`config.mk`:
```
export PLATFORM = sky130hd
export DESIGN_NAME = fwd_hazard_unit
export DESIGN_NICKNAME = d
export VERILOG_FILES = /design/src/rtl/fwd_pkg.sv /design/src/rtl/hz_field_extract.sv /design/src/rtl/hz_match.sv /design/src/rtl/hz_operand_sel.sv /design/src/rtl/fwd_hazard_unit.sv
export SDC_FILE = /design/constraint.sdc
export NUM_CORES = 1
export LEC_CHECK = 0
export ABC_CLOCK_PERIOD_IN_PS = 1350
export BUFFER_PORTS_ARGS = -buffer_cell sky130_fd_sc_hd__buf_2
export CAP_MARGIN = 5
export CORE_AREA = 2 2 41 61
export CTS_BUF_LIST = sky130_fd_sc_hd__clkbuf_8 sky130_fd_sc_hd__clkbuf_16
export DETAILED_ROUTE_END_ITERATION = 8
export DIE_AREA = 0 0 43 63
export GPL_TIMING_DRIVEN = 0
export PLACE_DENSITY = 0.76
export SYNTH_ARGS = -nofsm -noshare
export SYNTH_HDL_FRONTEND = slang
export SYNTH_SLANG_ARGS = --single-unit
```
`constraint.sdc`:
```
create_clock -name clk -period 1.35 [get_ports clk]
set_clock_uncertainty 0.15 [all_clocks]
set_input_delay 0.135 -clock clk [delete_from_list [all_inputs] [get_ports clk]]
set_output_delay 0.135 -clock clk [all_outputs]
set_load 0.02 [all_outputs]
```
`src/rtl/fwd_pkg.sv`:
```
package fwd_pkg;
  typedef enum logic [1:0] {
    BYP_RF  = 2'd0,
    BYP_MEM = 2'd1,
    BYP_WB  = 2'd2
  } byp_sel_e;
endpackage

```
`src/rtl/hz_field_extract.sv`:
```
module hz_field_extract #(
  parameter int unsigned REG_W   = 5,
  parameter int unsigned RS_LSB  = 21,
  parameter int unsigned RT_LSB  = 16,
  parameter int unsigned RD_LSB  = 11,
  parameter int unsigned FIELD_W = RS_LSB + REG_W - RD_LSB
) (
  input  logic [FIELD_W-1:0] field,
  input  logic               reg_fmt,
  output logic [REG_W-1:0]   rs,
  output logic [REG_W-1:0]   rt,
  output logic [REG_W-1:0]   dst
);
  localparam int unsigned RS_OFF = RS_LSB - RD_LSB;
  localparam int unsigned RT_OFF = RT_LSB - RD_LSB;

  assign rs  = field[RS_OFF +: REG_W];
  assign rt  = field[RT_OFF +: REG_W];
  assign dst = reg_fmt ? field[0 +: REG_W] : field[RT_OFF +: REG_W];
endmodule

```
`src/rtl/hz_match.sv`:
```
module hz_match #(
  parameter int unsigned REG_W = 5
) (
  input  logic [REG_W-1:0] src,
  input  logic [REG_W-1:0] dst,
  input  logic             wen,
  output logic             hit
);
  assign hit = wen && (src != '0) && (src == dst);
endmodule

```
`src/rtl/hz_operand_sel.sv`:
```
module hz_operand_sel
  import fwd_pkg::*;
(
  input  logic     hit_near,
  input  logic     hit_far,
  input  logic     used,
  input  logic     kill,
  output byp_sel_e sel
);
  always_comb begin
    if (kill || !used)  sel = BYP_RF;
    else if (hit_near)  sel = BYP_MEM;
    else if (hit_far)   sel = BYP_WB;
    else                sel = BYP_RF;
  end
endmodule

```
`src/rtl/fwd_hazard_unit.sv`:
```
module fwd_hazard_unit
  import fwd_pkg::*;
#(
  parameter int unsigned REG_W   = 5,
  parameter int unsigned RS_LSB  = 21,
  parameter int unsigned RT_LSB  = 16,
  parameter int unsigned RD_LSB  = 11,
  parameter int unsigned FIELD_W = RS_LSB + REG_W - RD_LSB
) (
  input  logic               clk,
  input  logic               rst_n,
  input  logic [FIELD_W-1:0] dec_ifield,
  input  logic               dec_reg_fmt,
  input  logic               dec_rt_used,
  input  logic [REG_W-1:0]   ex_dst,
  input  logic               ex_wen,
  input  logic               ex_load,
  input  logic [REG_W-1:0]   mem_dst,
  input  logic               mem_wen,
  input  logic [REG_W-1:0]   wb_dst,
  input  logic               wb_wen,
  output logic [REG_W-1:0]   dec_rs,
  output logic [REG_W-1:0]   dec_rt,
  output logic [REG_W-1:0]   dec_dst,
  output logic               dec_wt_a,
  output logic               dec_wt_b,
  output logic               hold,
  output logic               ex_bubble,
  output logic [1:0]         ex_sel_a,
  output logic [1:0]         ex_sel_b
);
  localparam int unsigned N_OPS = 2;

  logic [REG_W-1:0] src   [N_OPS];
  logic [N_OPS-1:0] used;
  logic [N_OPS-1:0] hit_ex, hit_ld, hit_mem, hit_wb;
  logic             load_use;
  byp_sel_e         sel_d [N_OPS];
  byp_sel_e         sel_q [N_OPS];

  hz_field_extract #(
    .REG_W(REG_W), .RS_LSB(RS_LSB), .RT_LSB(RT_LSB),
    .RD_LSB(RD_LSB), .FIELD_W(FIELD_W)
  ) u_fields (
    .field(dec_ifield), .reg_fmt(dec_reg_fmt),
    .rs(dec_rs), .rt(dec_rt), .dst(dec_dst)
  );

  assign src[0]  = dec_rs;
  assign src[1]  = dec_rt;
  assign used[0] = 1'b1;
  assign used[1] = dec_rt_used;

  // Load-use interlock: one cycle, load value then reaches writeback bypass.
  assign load_use  = |(hit_ld & used);
  assign hold      = load_use;
  assign ex_bubble = load_use;

  for (genvar op = 0; op < N_OPS; op++) begin : g_op
    hz_match #(.REG_W(REG_W)) u_m_ex (
      .src(src[op]), .dst(ex_dst), .wen(ex_wen), .hit(hit_ex[op])
    );
    hz_match #(.REG_W(REG_W)) u_m_ld (
      .src(src[op]), .dst(ex_dst), .wen(ex_load), .hit(hit_ld[op])
    );
    hz_match #(.REG_W(REG_W)) u_m_mem (
      .src(src[op]), .dst(mem_dst), .wen(mem_wen), .hit(hit_mem[op])
    );
    hz_match #(.REG_W(REG_W)) u_m_wb (
      .src(src[op]), .dst(wb_dst), .wen(wb_wen), .hit(hit_wb[op])
    );

    hz_operand_sel u_sel (
      .hit_near(hit_ex[op]), .hit_far(hit_mem[op]),
      .used(used[op]), .kill(load_use), .sel(sel_d[op])
    );

    always_ff @(posedge clk) begin
      if (!rst_n) sel_q[op] <= BYP_RF;
      else        sel_q[op] <= sel_d[op];
    end
  end

  assign dec_wt_a = hit_wb[0];
  assign dec_wt_b = hit_wb[1];
  assign ex_sel_a = sel_q[0];
  assign ex_sel_b = sel_q[1];
endmodule

```
# Word level (Yosys, flattened, before mapping)
# Memory sizes are Yosys's and may differ from the RTL's.
# Cells that the tools add are included.
# word_totals
mem_bits_rw	4
n_memories	1
input_bits	38
ff_bits	0
elab_cells	42
output_inout_bits	23
# classes
n_mux	11
n_eq_ne	6
reduce_logical	21
bitwise	3
# memory_table
memory	depth	width	read_ports	rd_clocked_by_memory_dff	wr	line_no	rtl
sel_q	2	2	2	0	2	fwd_hazard_unit.sv:39	byp_sel_e sel_q [N_OPS];
# ops
operator	n
$eq 5x5->1	6
$logic_and 1x1->1	16
$mux 2	8
$reduce_bool 5->1	2
$mux 5	1
$and 2x2->2	1
$mux 1	2
$or 1x1->1	2
$reduce_or 2->1	1
$logic_not 1->1	1
$logic_or 1x1->1	1

# Logic depth before layout (Yosys ltp)
# depth
word_depth	8
mapped_depth	6
ltp_nobuf	4

# Hierarchy
# From an unflattened synthesis, not the netlist that was laid out.
# unflattened
cells_unflattened	110
area_unflattened_um2	910.9
# modules_own_cells
module	area_per_inst_um2	seq_area_each_um2	instances	cells_each
hz_match	76.3	0.0	8	10
hz_field_extract	131.4	0.0	1	15
fwd_hazard_unit	123.9	80.1	1	11
hz_operand_sel	22.5	0.0	2	2

# Worst setup path before layout
# Ideal clock, no wire load.
# synth_timing
kind	input-to-output
startpoint	in dec_ifield[11]
endpoint	out hold
path_stages	6
setup_slack_ps	-424
arrival_ps	1489
n_path_buf	2
required_ps	1065
cell_sequence	buf_2 -> xnor2_1 -> nand3_1 -> or2_2 -> a21boi_1 -> buf_4
# synth_via
elab_chain_len	5
elab_cells_between_ends	6
cone_classes	eq/ne (1); bitwise (1); reduce/logical (4)
# synth_lines
item	line_no	rtl
start, declared	fwd_hazard_unit.sv:12	input logic [FIELD_W-1:0] dec_ifield,
$reduce_bool 5->1	hz_match.sv:9	assign hit = wen && (src != '0) && (src == dst);
$logic_and 1x1->1	hz_match.sv:9	
$logic_and 1x1->1 *	hz_match.sv:9	
$and 2x2->2 *	fwd_hazard_unit.sv:55	assign load_use = |(hit_ld & used);
$reduce_or 2->1 *	fwd_hazard_unit.sv:55	
end, declared	fwd_hazard_unit.sv:27	output logic hold,
# Mark *: on every way between the ends. The rest lies on a longest branch, timed or not.

# Worst setup path after layout
# layout_timing
startpoint	in dec_ifield[8]
endpoint	out hold
# Same word-level chain as after synthesis.

==> metrics.md <==
| Metric | Value |
|---|---|
| Post-route design area | ~1300 um2 |
| First-iteration detailed-routing DRC count | 6 |
| Hold-critical path depth | 3 |
| Dominant cell by count in the synthesized netlist | xnor2_1 |
| Core Util, Final | approximately three fifths |
| Mapped Nets | 123 |
| Area leader, netlist | xnor2_1 |
| RSZ-0062 raised after global routing | yes |
| Largest cells by area after synthesis | xnor2_1 24%, xor2_1 12%, buf_4 12% |
| Critical path's most frequent cell | buf_6 |
| Routed vias/inst | 4.75 |
| Clock root buffer | clkbuf_8 |
| Worst EP required | about 1.1 ns |
| Inst Count DP | ~170 |
| Crit path max fanout | 2 |
| Vias in the first global route | ~910 |
| ANT cells | 0 |
| #FFs+latches synth | 4 |
| Hold Path Origin | rst_n |
| Final GP Congestion | approximately 0.84 |
| Syn avg cell area | a little over 8 um2 |
| Largest net degree at the start of global routing | 8 |
| Total track usage | between 10% and 20% |
| Final worst slack | -0.381 ns |
| Top_reg_cell synth | dfxtp_1 |
| I/O pin count | 61 |
| Seq/Total Area, Yosys | a little under an eighth |
| Pre-CTS setup slack | -0.505 ns |
| Highest clock rate | just under 600 MHz |
| Synthesized netlist cell count | 85 |
| Grt ovf | 0 |
| Cell variety after synth | 28 |
| Max-Cap Viols | 0 |
| Fraction of layout cells with a size suffix above 1 | between 60% and 70% |
| Count of input and output buffers | just under 60 |
| Failing checks | negative setup slack |
| Type of the worst setup path | in -> out |
| Vias | between 800 and 900 |
| Post-cts hold buffer count | 0 |
| Relative slew slack | 83.8% |
| Max clock buf depth | 2 |
| Die extent in x | about 43 um |
| Drt drc | 0 |
| Total power | between 0.7 and 0.8 mW |
| Die height | 63 um |
| Final HPWL DP | between 1.5 and 2 mm |
| FILL cells | between 150 and 200 |
| Worst endpoint data arrival time | about 1.5 ns |
| Status | complete, but fails checks |
| Largest regs | sel_q: 4 flops |
| Num CTS Buffers | 3 |
| Non-filler cells in the finished layout | about 180 |
| Largest Register | sel_q |
| First-pass GRT wire length | between 3 and 4 mm |
| Max reg flops | 4 |
| WHS Endpoint | sel_q[0][0] |
| Final setup fails | 7 |
| Setup TNS Final | -1.26 ns |
| Core ar. | between 2000 and 2500 um2 |
| Initial Util | about a third |
| Synthesized cell area | around 710 um2 |
| DRT Pass-1 Iters | 3 |
| Initial antenna violation count | 0 |
| Die area | between 2000 and 3000 um2 |
| Area of the multi-input gates | 606 um2 |
| Num Clock Sinks | 4 |
| Hold WS | 0.0926 ns |
| CTS tree | yes |
| Post-DRT Antenna Nets | 0 |
| Placed cell area | around 1100 um2 |
| FF/Latch Area | between 80 and 90 um2 |
| Crit path time final | roughly 1.7 ns |
| Fin nets | 199 |
| Post-synth top cells | 19 x xnor2_1, 11 x buf_4, 10 x xor2_1 |
| Yosys warnings | 0 |
| Area delta synth->final | 86.7% |
| Pleak | between 0.6 and 0.7 nW |
| Worst Hold Class | in -> reg |
| CP max stage delay | roughly 0.54 ns |
| Row cnt | 21 |
| Clock-pin transition on the worst setup and hold timing paths | roughly 0.03 ns |
| Post-synth EDFFs | 0 |
| Asr flop ratio synth | 0% |
| Worst-Margin Slew | roughly 0.24 ns |
| Setup crit end kind | output pin |
| Final Cycle Share | 128% |
| Pwr dens | 586 nW/um2 |
| CP Cell Sequence | buf_12 -> or4_4 -> o21ai_2 -> nand3b_1 -> a21boi_4 -> buf_6 -> buf_6 |
| Top cell type's share of synthesized area | 23.5% |
| Count of pins over their slew limit | 0 |
| Total wire length | 2.32 mm |
| Critical-path top delay cell | or4_4 |
| Final Hold Fails | 0 |
| CP startpoint kind | input port |
| Worst IR Drop VDD | 0.000275 V |
| Wire per inst | ~13 um |
| H-tree depth | 1 |
[worst max-delay path, delay by kind of cell]
family | cells | cell delay (ns)
AO/OA/AOI/OAI | 2 | 0.25
buffers and inverters | 3 | 0.34
AND/OR/NAND/NOR | 2 | 0.73
[cells in the final DEF (no fill, tap or decap), types with 3 or more instances in the layout]
cell / Yosys / routed
mux2_2: 5 / 5
dfxtp_1: 4 / 4
buf_6: 0 / 10
nor2_1: 6 / 4
buf_2: 1 / 51
buf_4: 11 / 19
xnor2_1: 19 / 17
nand4_1: 3 / 3
xor2_1: 10 / 10
clkbuf_8: 0 / 3
[cells by family after synthesis]
group	Yosys count	synth area share (%)
AOI/OAI and AO/OA	9	12.0
xor gates and xnor gates	29	35.9
buffers and inverters	13	12.9
DFF	4	11.3
muxes	5	7.96
and+or+nand+nor	25	19.8
[how the worst max path moves through the flow]
stage / startpoint / end / cells after the start
2_1_floorplan: dec_ifield[10] / hold / 5
3_3_place_gp: dec_ifield[7] / hold / 7
3_5_place_dp: dec_ifield[7] / hold / 7
4_1_cts: dec_ifield[14] / hold / 7
5_1_grt: dec_ifield[8] / hold / 7
6_report: dec_ifield[8] / hold / 7
[power by group]
group / total (mW) / leakage (nW) / internal [mW] / switching (mW)
logic: 0.405 / 0.565 / 0.214 / 0.191
clock network: 0.248 / 0.0216 / 0.190 / 0.0584
registers: 0.120 / 0.0322 / 0.120 / 0.000138
[metal layers]
metal / track usage [%] / part of all wire, % / up-vias
met5: 0 / 0 / -
li1: - / - / 432
met3: 2.89 / 7.2 / 4
met4: 7.58 / 1.6 / 0
met1: 19.9 / 35 / 383
met2: 34.8 / 56 / 46
[layout make-up]
type                            instances  area share (%)
Multi-Input combinational cell         68            45.9
Clock buffer                            3            3.13
Sequential cell                         4            6.07
Inverter                                1           0.284
Timing Repair Buffer                   71            35.5
Buffer                                 12            6.92
Tap cell                               23            2.18
[what timing repair did]
item / CTS / global route
endpoints found under the setup margin: 7 / 8
resized for setup: 29 / 6
pin swaps: 8 / 7
setup buffers: 13 / 2
(Power assumes the default switching activity.)
